`src/rtl/sar_pkg.sv`:
```
package sar_pkg;

    typedef enum logic [1:0] {
        SAR_IDLE = 2'd0,
        SAR_CONV = 2'd1,
        SAR_DONE = 2'd2
    } sar_state_e;

    typedef struct packed {
        logic load;
        logic step;
        logic finish;
    } sar_ctl_t;

    function automatic logic accept_start(sar_state_e st, logic req);
        return req && (st != SAR_CONV);
    endfunction

endpackage

```
`src/rtl/sar_seq_fsm.sv`:
```
module sar_seq_fsm
    import sar_pkg::*;
(
    input  logic     clk,
    input  logic     rst,
    input  logic     start,
    input  logic     last,
    output sar_ctl_t ctl,
    output logic     busy,
    output logic     eoc
);

    sar_state_e state_q;
    sar_state_e state_d;
    logic       eoc_q;

    always_comb begin
        ctl     = '0;
        state_d = state_q;
        case (state_q)
            SAR_CONV: begin
                ctl.step   = 1'b1;
                ctl.finish = last;
                if (last) state_d = SAR_DONE;
            end
            default: begin
                ctl.load = accept_start(state_q, start);
                if (ctl.load) state_d = SAR_CONV;
            end
        endcase
    end

    always_ff @(posedge clk) begin
        if (rst) begin
            state_q <= SAR_IDLE;
            eoc_q   <= 1'b0;
        end else begin
            state_q <= state_d;
            if (ctl.load)
                eoc_q <= 1'b0;
            else if (ctl.finish)
                eoc_q <= 1'b1;
        end
    end

    assign busy = (state_q == SAR_CONV);
    assign eoc  = eoc_q;

endmodule

```
`src/rtl/sar_bit_ptr.sv`:
```
module sar_bit_ptr #(
    parameter int WIDTH = 8
) (
    input  logic             clk,
    input  logic             rst,
    input  logic             load,
    input  logic             step,
    output logic [WIDTH-1:0] ptr,
    output logic             last
);

    localparam logic [WIDTH-1:0] TOP_BIT = {1'b1, {(WIDTH-1){1'b0}}};

    logic [WIDTH-1:0] ptr_q;

    always_ff @(posedge clk) begin
        if (rst)
            ptr_q <= '0;
        else if (load)
            ptr_q <= TOP_BIT;
        else if (step)
            ptr_q <= ptr_q >> 1;
    end

    assign ptr  = ptr_q;
    assign last = ptr_q[0];

endmodule

```
`src/rtl/sar_code_reg.sv`:
```
module sar_code_reg #(
    parameter int WIDTH = 8
) (
    input  logic             clk,
    input  logic             rst,
    input  logic             load,
    input  logic             step,
    input  logic             finish,
    input  logic             busy,
    input  logic             cmp_above,
    input  logic [WIDTH-1:0] ptr,
    output logic [WIDTH-1:0] trial,
    output logic [WIDTH-1:0] result
);

    logic [WIDTH-1:0] kept_q;
    logic [WIDTH-1:0] kept_d;
    logic [WIDTH-1:0] result_q;

    always_comb begin
        kept_d = kept_q;
        if (cmp_above)
            kept_d = kept_q | ptr;
    end

    always_ff @(posedge clk) begin
        if (rst) begin
            kept_q   <= '0;
            result_q <= '0;
        end else begin
            if (load)
                kept_q <= '0;
            else if (step)
                kept_q <= kept_d;
            if (finish)
                result_q <= kept_d;
        end
    end

    assign trial  = busy ? (kept_q | ptr) : '0;
    assign result = result_q;

endmodule

```
`src/rtl/sar_conv_ctrl.sv`:
```
module sar_conv_ctrl #(
    parameter int WIDTH = 8
) (
    input  logic             clk,
    input  logic             rst,
    input  logic             start_i,
    input  logic             cmp_above_i,
    output logic [WIDTH-1:0] trial_code_o,
    output logic [WIDTH-1:0] result_o,
    output logic             eoc_o
);
    import sar_pkg::*;

    sar_ctl_t         ctl;
    logic             busy;
    logic             last;
    logic [WIDTH-1:0] ptr;

    sar_seq_fsm u_fsm (
        .clk   (clk),
        .rst   (rst),
        .start (start_i),
        .last  (last),
        .ctl   (ctl),
        .busy  (busy),
        .eoc   (eoc_o)
    );

    sar_bit_ptr #(.WIDTH(WIDTH)) u_ptr (
        .clk  (clk),
        .rst  (rst),
        .load (ctl.load),
        .step (ctl.step),
        .ptr  (ptr),
        .last (last)
    );

    sar_code_reg #(.WIDTH(WIDTH)) u_code (
        .clk       (clk),
        .rst       (rst),
        .load      (ctl.load),
        .step      (ctl.step),
        .finish    (ctl.finish),
        .busy      (busy),
        .cmp_above (cmp_above_i),
        .ptr       (ptr),
        .trial     (trial_code_o),
        .result    (result_o)
    );

endmodule

```
`config.mk`:
```
export PLATFORM = sky130hd
export DESIGN_NAME = sar_conv_ctrl
export DESIGN_NICKNAME = d
export VERILOG_FILES = /design/src/rtl/sar_pkg.sv /design/src/rtl/sar_seq_fsm.sv /design/src/rtl/sar_bit_ptr.sv /design/src/rtl/sar_code_reg.sv /design/src/rtl/sar_conv_ctrl.sv
export SDC_FILE = /design/constraint.sdc
export NUM_CORES = 1
export LEC_CHECK = 0
export CORE_MARGIN = 4
export CORE_UTILIZATION = 44
export DETAILED_ROUTE_END_ITERATION = 7
export GPL_TIMING_DRIVEN = 0
export PLACE_DENSITY = 0.81
export SLEW_MARGIN = 20
export SYNTH_ARGS = -nofsm -noshare
export SYNTH_HDL_FRONTEND = slang
export SYNTH_SLANG_ARGS = --single-unit
```
`constraint.sdc`:
```
create_clock -name clk -period 1 [get_ports clk]
set_input_delay 0.1 -clock clk [delete_from_list [all_inputs] [get_ports clk]]
set_output_delay 0.1 -clock clk [all_outputs]
set_load 0.01 [all_outputs]
```
==> summary.md, run 1 <==
| Metric | Value |
|---|---|
| Root buffer cell | `clkbuf_4` |
| Dpl cells | `~170` |
| DR iter-0 viols | `18` |
| Skew-Pair Late Insertion Delay | `about 0.33 ns` |
| Min-Delay Path Class | `primary input to flop` |
| Drt wl/cell | `16.5 um` |
| Synthesis-stage register bit count | `27` |
| Min cycle time layout | `between 1 and 1.5 ns` |
| PD cells | `approximately 1100 nW/um2` |
| Top-area cell type share of the netlist area | `about half` |
| Vias in the first global route | `between 1000 and 1500` |
| CP Class | `flop to primary output` |
| Core Area | `between 2000 and 2500 um2` |
| Critical Path AT | `about 1.2 ns` |
| Sequential fraction of the synthesis area | `around half` |
| Cell taking the most area after synthesis | `dfxtp_1` |
| Commonest non-fill, non-tap cell in the layout | `nor2_1` |
| Layout cells sized above 1 | `56.1%` |
| Nets | `~170` |
| Final Max Tran Viols | `0` |
| Ys Warns | `0` |
| Die H | `56.8 um` |
| RSZ-0062 raised after global routing | `yes` |
| Die ar. | `~3200 um2` |
| Drt first pass iters | `4` |
| Most frequent cells in the layout | `22 x nor2_1, 16 x dfxtp_1, 13 x nand2_1` |
| I/O pin cnt | `21` |
| Combinational Power Share | `a little over an eighth` |
| Reg power frac | `around three fifths` |
| Status | `finished with violations` |
| Final setup margin | `-0.319 ns` |
| Placed Area | `1300 um2` |
| Initial antenna violation count | `0` |
| Setup TNS | `-8.71 ns` |
| Net Count, Synth | `~130` |
| DRC violations left | `0` |
| FMAX | `between 700 and 800 MHz` |
| Post-DP HPWL | `around 1.6 mm` |
| Final hold vios | `0` |
| Crit path launch type | `flop` |
| Drt total wl | `3.17 mm` |
| Clock power frac | `between 20% and 30%` |
| Post-Syn Area | `between 1000 and 1500 um2` |
| Total CTS buffers | `3` |
| Largest cells by area after synthesis | `dfxtp_1 52%, nor2_1 14%, a21oi_1 6.7%` |
| Width of the die | `~57 um` |
| Global-route usage over all layers | `20.3%` |
| Hold Buf Count CTS | `0` |
| Synth cell types | `18` |
| Maximum clock insertion buffer count | `2` |
| Mean Syn Cell Area | `a little over 8 um2` |
| Sw Pwr | `0.460 mW` |
| Setup violations, final | `35` |
| H-tree depth | `1` |
| Worst hold slack | `about 0.25 ns` |
| Design area | `roughly 1700 um2` |
| Critical path data required time | `about 0.90 ns` |
| Leak pwr | `roughly 0.61 nW` |
| Clk pin slew, worst setup/hold paths | `about 0.14 ns` |
| GPL Wtd Cong | `0.811` |
| Starting Density | `approximately 47%` |
| Relative slew slack | `~56%` |
| First-pass GRT wire length | `around 5.0 mm` |
| Worst Tran Pin Value | `around 0.65 ns` |
| # port buffers | `19` |
| Post-route ant nets | `0` |
| P_int | `roughly 1.4 mW` |
| Switch share | `about a quarter` |
| Clk_skew | `0.00595 ns` |
| Worst-path maximum fanout | `5` |
| Routed vias | `around 1100` |
| Rows | `17` |
| Vias/cell | `approximately 5.6` |
| CP endpoint kind | `primary output` |
| Syn-to-layout area delta | `58.7%` |
| Worst vdd ir | `812 uV` |
| Max-cap violation count | `0` |
| Failing checks | `setup timing` |
| N_diodes | `0` |
| Synth Instances | `roughly 130` |
| Fillers | `between 150 and 200` |
| Final core occ | `74.3%` |
| Final Non-Filler Cells | `around 190` |
| Clk sinks | `27` |
| Largest net degree at the start of global routing | `15` |
| Remaining global-route overflow | `0` |
| CTS tree | `yes` |
| Tcrit/Tclk final | `132%` |
[logic make-up after synthesis]
group                  synth area share, %
and+or+nand+nor                       21.8
DFF                                   51.7
AOI/OAI and AO/OA                     19.5
buffers and inverters                 7.06
[Yosys cell counts]
cell and instances:
clkbuf_2 1, nor3_1 2, buf_4 1, buf_2 4, a31oi_1 8, buf_6 3
dfxtp_1 27, nand2b_1 1, a211oi_1 8, and2b_1 1, a21o_4 1, inv_1 1
a21oi_1 14, and3b_1 1, a21oi_2 1, nand2_1 14, nor2_1 38, clkbuf_1 1
[worst max-delay path, stage by stage, from the launching register on]
cell	delay, ns
dfxtp_2	0.35
nand2b_4	0.18
buf_8	0.16
nor2_4	0.09
buf_6	0.10
[registers in the layout, indices dropped and copies added (netlist names)]
name	cells
u_code.kept_q	8
u_ptr.ptr	8
u_fsm.eoc	1
u_fsm.state_q	2
u_code.result	8
[power by group through the flow]
| stage | registers [mW] | logic [mW] | clock network, mW |
|---|---|---|---|
| after floorplan | 1.12 | 0.0931 | 0 |
| after global placement | 1.12 | 0.130 | 0 |
| after detailed placement | 1.12 | 0.130 | 0 |
| after CTS | 1.09 | 0.215 | 0.493 |
| after global routing | 1.10 | 0.256 | 0.549 |
| final | 1.09 | 0.245 | 0.481 |
[cell type report]
class / count / area (um2) / share of cell area (%)
multi-input combinational: 89 / 601 / 36.2
tap: 28 / 35.0 / 2.11
timing repair buffer: 35 / 359 / 21.6
clock buffer: 4 / 26.3 / 1.58
sequential: 27 / 554 / 33.4
buffer: 8 / 81.3 / 4.90
inverter: 1 / 3.75 / 0.226
[final timing paths]
check | cells past startpoint | start | to | slack (ns)
worst max-delay path | 4 | u_fsm.state_q[1]$_SDFFE_PP0P_ | trial_code_o[2] | -0.32
worst min-delay path | 3 | cmp_above_i | u_code.result[7]$_SDFFE_PP0P_ | 0.25
worst max register to register | 6 | u_fsm.state_q[1]$_SDFFE_PP0P_ | u_fsm.state_q[1]$_SDFFE_PP0P_ | -0.31
worst min register to register | 2 | u_code.kept_q[6]$_SDFFE_PP0N_ | u_code.kept_q[6]$_SDFFE_PP0N_ | 0.53
[metrics by stage]
stage / power, mW / setup slack [ns]
floorplan: 1.21 / -0.0365
global placement: 1.25 / -0.532
detailed placement: 1.25 / -0.547
CTS: 1.80 / -0.324
global route: 1.90 / -0.377
finish: 1.82 / -0.319
[layer usage]
metal | global-route usage (%) | up-vias | part of all wire (%) | wire, um
li1 | - | 503 | - | -
met1 | 23.2 | 507 | 40 | 1260
met2 | 35.6 | 47 | 51 | 1630
met3 | 3.45 | 11 | 5.4 | 172
met4 | 10.9 | 0 | 3.4 | 108
met5 | 0 | - | 0 | 0
[repair_timing]
item                                    CTS  global route
endpoints found under the setup margin   44            36
gates cloned                              4             0
pin swaps                                10             4
endpoints found under the hold margin     0             0
resized for setup                       112            25
setup buffers                            11             1
(Power assumes the default switching activity.)
==> run 2, diff against run 1 <==
HOLD_SLACK_MARGIN = 0.15   (was unset)
==> results of run 2 <==
Same layout as run 1: the final DEF is identical, and so are final timing and power.
==> run 3, diff against run 2 <==
CORE_UTILIZATION = 50   (was 44)
PLACE_DENSITY = 0.86   (was 0.81)
clock period = 1.68 ns   (was 1 ns; I/O delays follow)
==> summary.md, run 3 (synthesis results as in run 1) <==
| Metric | Value |
|---|---|
| CP max stage delay | `0.36 ns (about the same)` |
| # port buffers | `19 (unchanged)` |
| Drt first pass iters | `4 (unchanged)` |
| N_diodes | `0 (unchanged)` |
| Die H | `53.7 um (-5.3%)` |
| Hold Buf Count CTS | `0 (unchanged)` |
| Post-DP HPWL | `1.56 mm (-3.2%)` |
| Largest net degree at the start of global routing | `17 (+2)` |
| Setup violations, final | `0 (-100%)` |
| CP Class | `flop to primary output` |
| Setup TNS | `0 ns (+8.71 ns)` |
| Layout cells sized above 1 | `9.40% (-47 points)` |
| Die ar. | `2890 um2 (-10%)` |
| Relative slew slack | `73.1% (+17 points)` |
| Rows | `16 (-1)` |
| Worst vdd ir | `618 uV (-24%)` |
| First-pass GRT wire length | `3.53 mm (-29%)` |
| Post-route ant nets | `0 (unchanged)` |
| Root buffer cell | `clkbuf_4` |
| CP endpoint kind | `primary output` |
| Final Non-Filler Cells | `176 (-8.3%)` |
| FMAX | `~640 MHz` |
| Worst-path maximum fanout | `16 (+11)` |
| Leak pwr | `0.467 nW (-24%)` |
| Syn-to-layout area delta | `23.1%` |
| Core Area | `1980 um2 (-11%)` |
| Most frequent cells in the layout | `38 x nor2_1, 27 x dfxtp_1, 14 x nand2_1, 14 x a21oi_1, 11 x clkdlybuf4s50_1` |
| Commonest non-fill, non-tap cell in the layout | `nor2_1` |
| CTS resizes | `10 (-91%)` |
| Worst hold slack | `0.261 ns (+0.00669 ns)` |
| Initial antenna violation count | `0 (unchanged)` |
| Vias/cell | `5.28 (-5.0%)` |
| PD cells | `785 nW/um2 (-28%)` |
| Clk sinks | `27 (unchanged)` |
| Critical Path AT | `1.38 ns (+0.16 ns)` |
| Final Max Tran Viols | `0 (unchanged)` |
| Min cycle time layout | `approximately 1.6 ns` |
| Critical path's slowest cell | `dfxtp_1` |
| Critical path data required time | `1.51 ns (+0.61 ns)` |
| Placed Area | `1270 um2 (-2.1%)` |
| CTS tree | `yes` |
| Design area | `1290 um2 (-22%)` |
| Min-Delay Path Class | `primary input to flop` |
| Width of the die | `53.7 um (-5.3%)` |
| Tcrit/Tclk final | `just over 90%` |
| Final hold vios | `0 (unchanged)` |
| Max-cap violation count | `0 (unchanged)` |
| Status | `complete, no violations` |
| H-tree depth | `1 (unchanged)` |
| Dpl cells | `173 (-0.57%)` |
| Nets | `154 (-8.9%)` |
| Drt wl/cell | `12.0 um (-27%)` |
| Clk pin slew, worst setup/hold paths | `0.15 ns (about the same)` |
| Global-route usage over all layers | `16.9% (-3.4 points)` |
| Routed vias | `930 (-13%)` |
| Skew-Pair Late Insertion Delay | `0.34 ns (about the same)` |
| DRC violations left | `0 (unchanged)` |
| Remaining global-route overflow | `0 (unchanged)` |
| Vias in the first global route | `854 (-18%)` |
| Starting Density | `52.8% (+5.9 points)` |
| RSZ-0062 raised after global routing | `no` |
| DR iter-0 viols | `24 (+6)` |
| Total CTS buffers | `3 (unchanged)` |
| GPL Wtd Cong | `0.769 (-5.2%)` |
| Drt total wl | `2.11 mm (-33%)` |
| # Post-CTS Setup Buffers | `0 (-11)` |
| Worst Tran Pin Value | `0.403 ns (-0.251 ns)` |
| Clk_skew | `0.0134 ns (+0.00744 ns)` |
| I/O pin cnt | `21 (unchanged)` |
| Total power | `1.01 mW (-44%)` |
| WP buf/inv | `2 (unchanged)` |
| CP top delay family | `buffers and inverters` |
| CP Cell Sequence | `nand2b_1 > buf_6 > nor2_1 > dlygate4sd2_1` |
| Crit path launch type | `flop` |
| Maximum clock insertion buffer count | `2 (unchanged)` |
[run 3: worst min-delay path: cells and delay by family]
family	cells	cell delay [ns]
buffers and inverters	1	0.15
AO/OA/AOI/OAI	2	0.23
[run 3: area by class of cell]
| class | instances | area [um2] |
|---|---|---|
| fill | 173 | 694 |
| sequential | 27 | 541 |
| multi-input combinational | 89 | 432 |
| timing repair buffer | 19 | 183 |
| buffer | 9 | 65.1 |
| tap | 27 | 33.8 |
| clock buffer | 3 | 22.5 |
| clock inverter | 1 | 7.51 |
| inverter | 1 | 3.75 |
[run 3: path summary, 6_finish.rpt]
| kind | start | endpoint | slack (ns) | cells after the start |
|---|---|---|---|---|
| worst max-delay path | u_fsm.state_q[1]$_SDFFE_PP0P_ | trial_code_o[5] | 0.13 | 4 |
| worst min-delay path | cmp_above_i | u_code.result[1]$_SDFFE_PP0P_ | 0.26 | 3 |
| worst max register to register | u_fsm.state_q[1]$_SDFFE_PP0P_ | u_code.kept_q[5]$_SDFFE_PP0N_ | 0.43 | 5 |
| worst min register to register | u_fsm.eoc$_SDFFE_PP0P_ | u_fsm.eoc$_SDFFE_PP0P_ | 0.50 | 2 |
[run 3: metal layers]
layer,vias up,track usage (%),part of all wire [%],wire (um)
met5,-,0,0,0
met4,0,8.51,1.9,41
met3,5,3.88,4.9,104
met2,28,28.6,47,985
met1,431,19.8,46,978
li1,466,-,-,-
[run 3: where the power goes]
| group | internal, mW | switching [mW] |
|---|---|---|
| Sequential | 0.645 | 0.00503 |
| Combinational | 0.0261 | 0.0443 |
| Clock | 0.0914 | 0.199 |
[run 3: metrics by stage]
stage	worst slack [ns]	utilization (%)
2_1_floorplan	0.587	-
3_3_place_gp	0.0619	64.1
3_5_place_dp	0.0617	64.1
4_1_cts	0.118	65.0
5_1_grt	0.0314	65.0
6_report	0.128	65.0
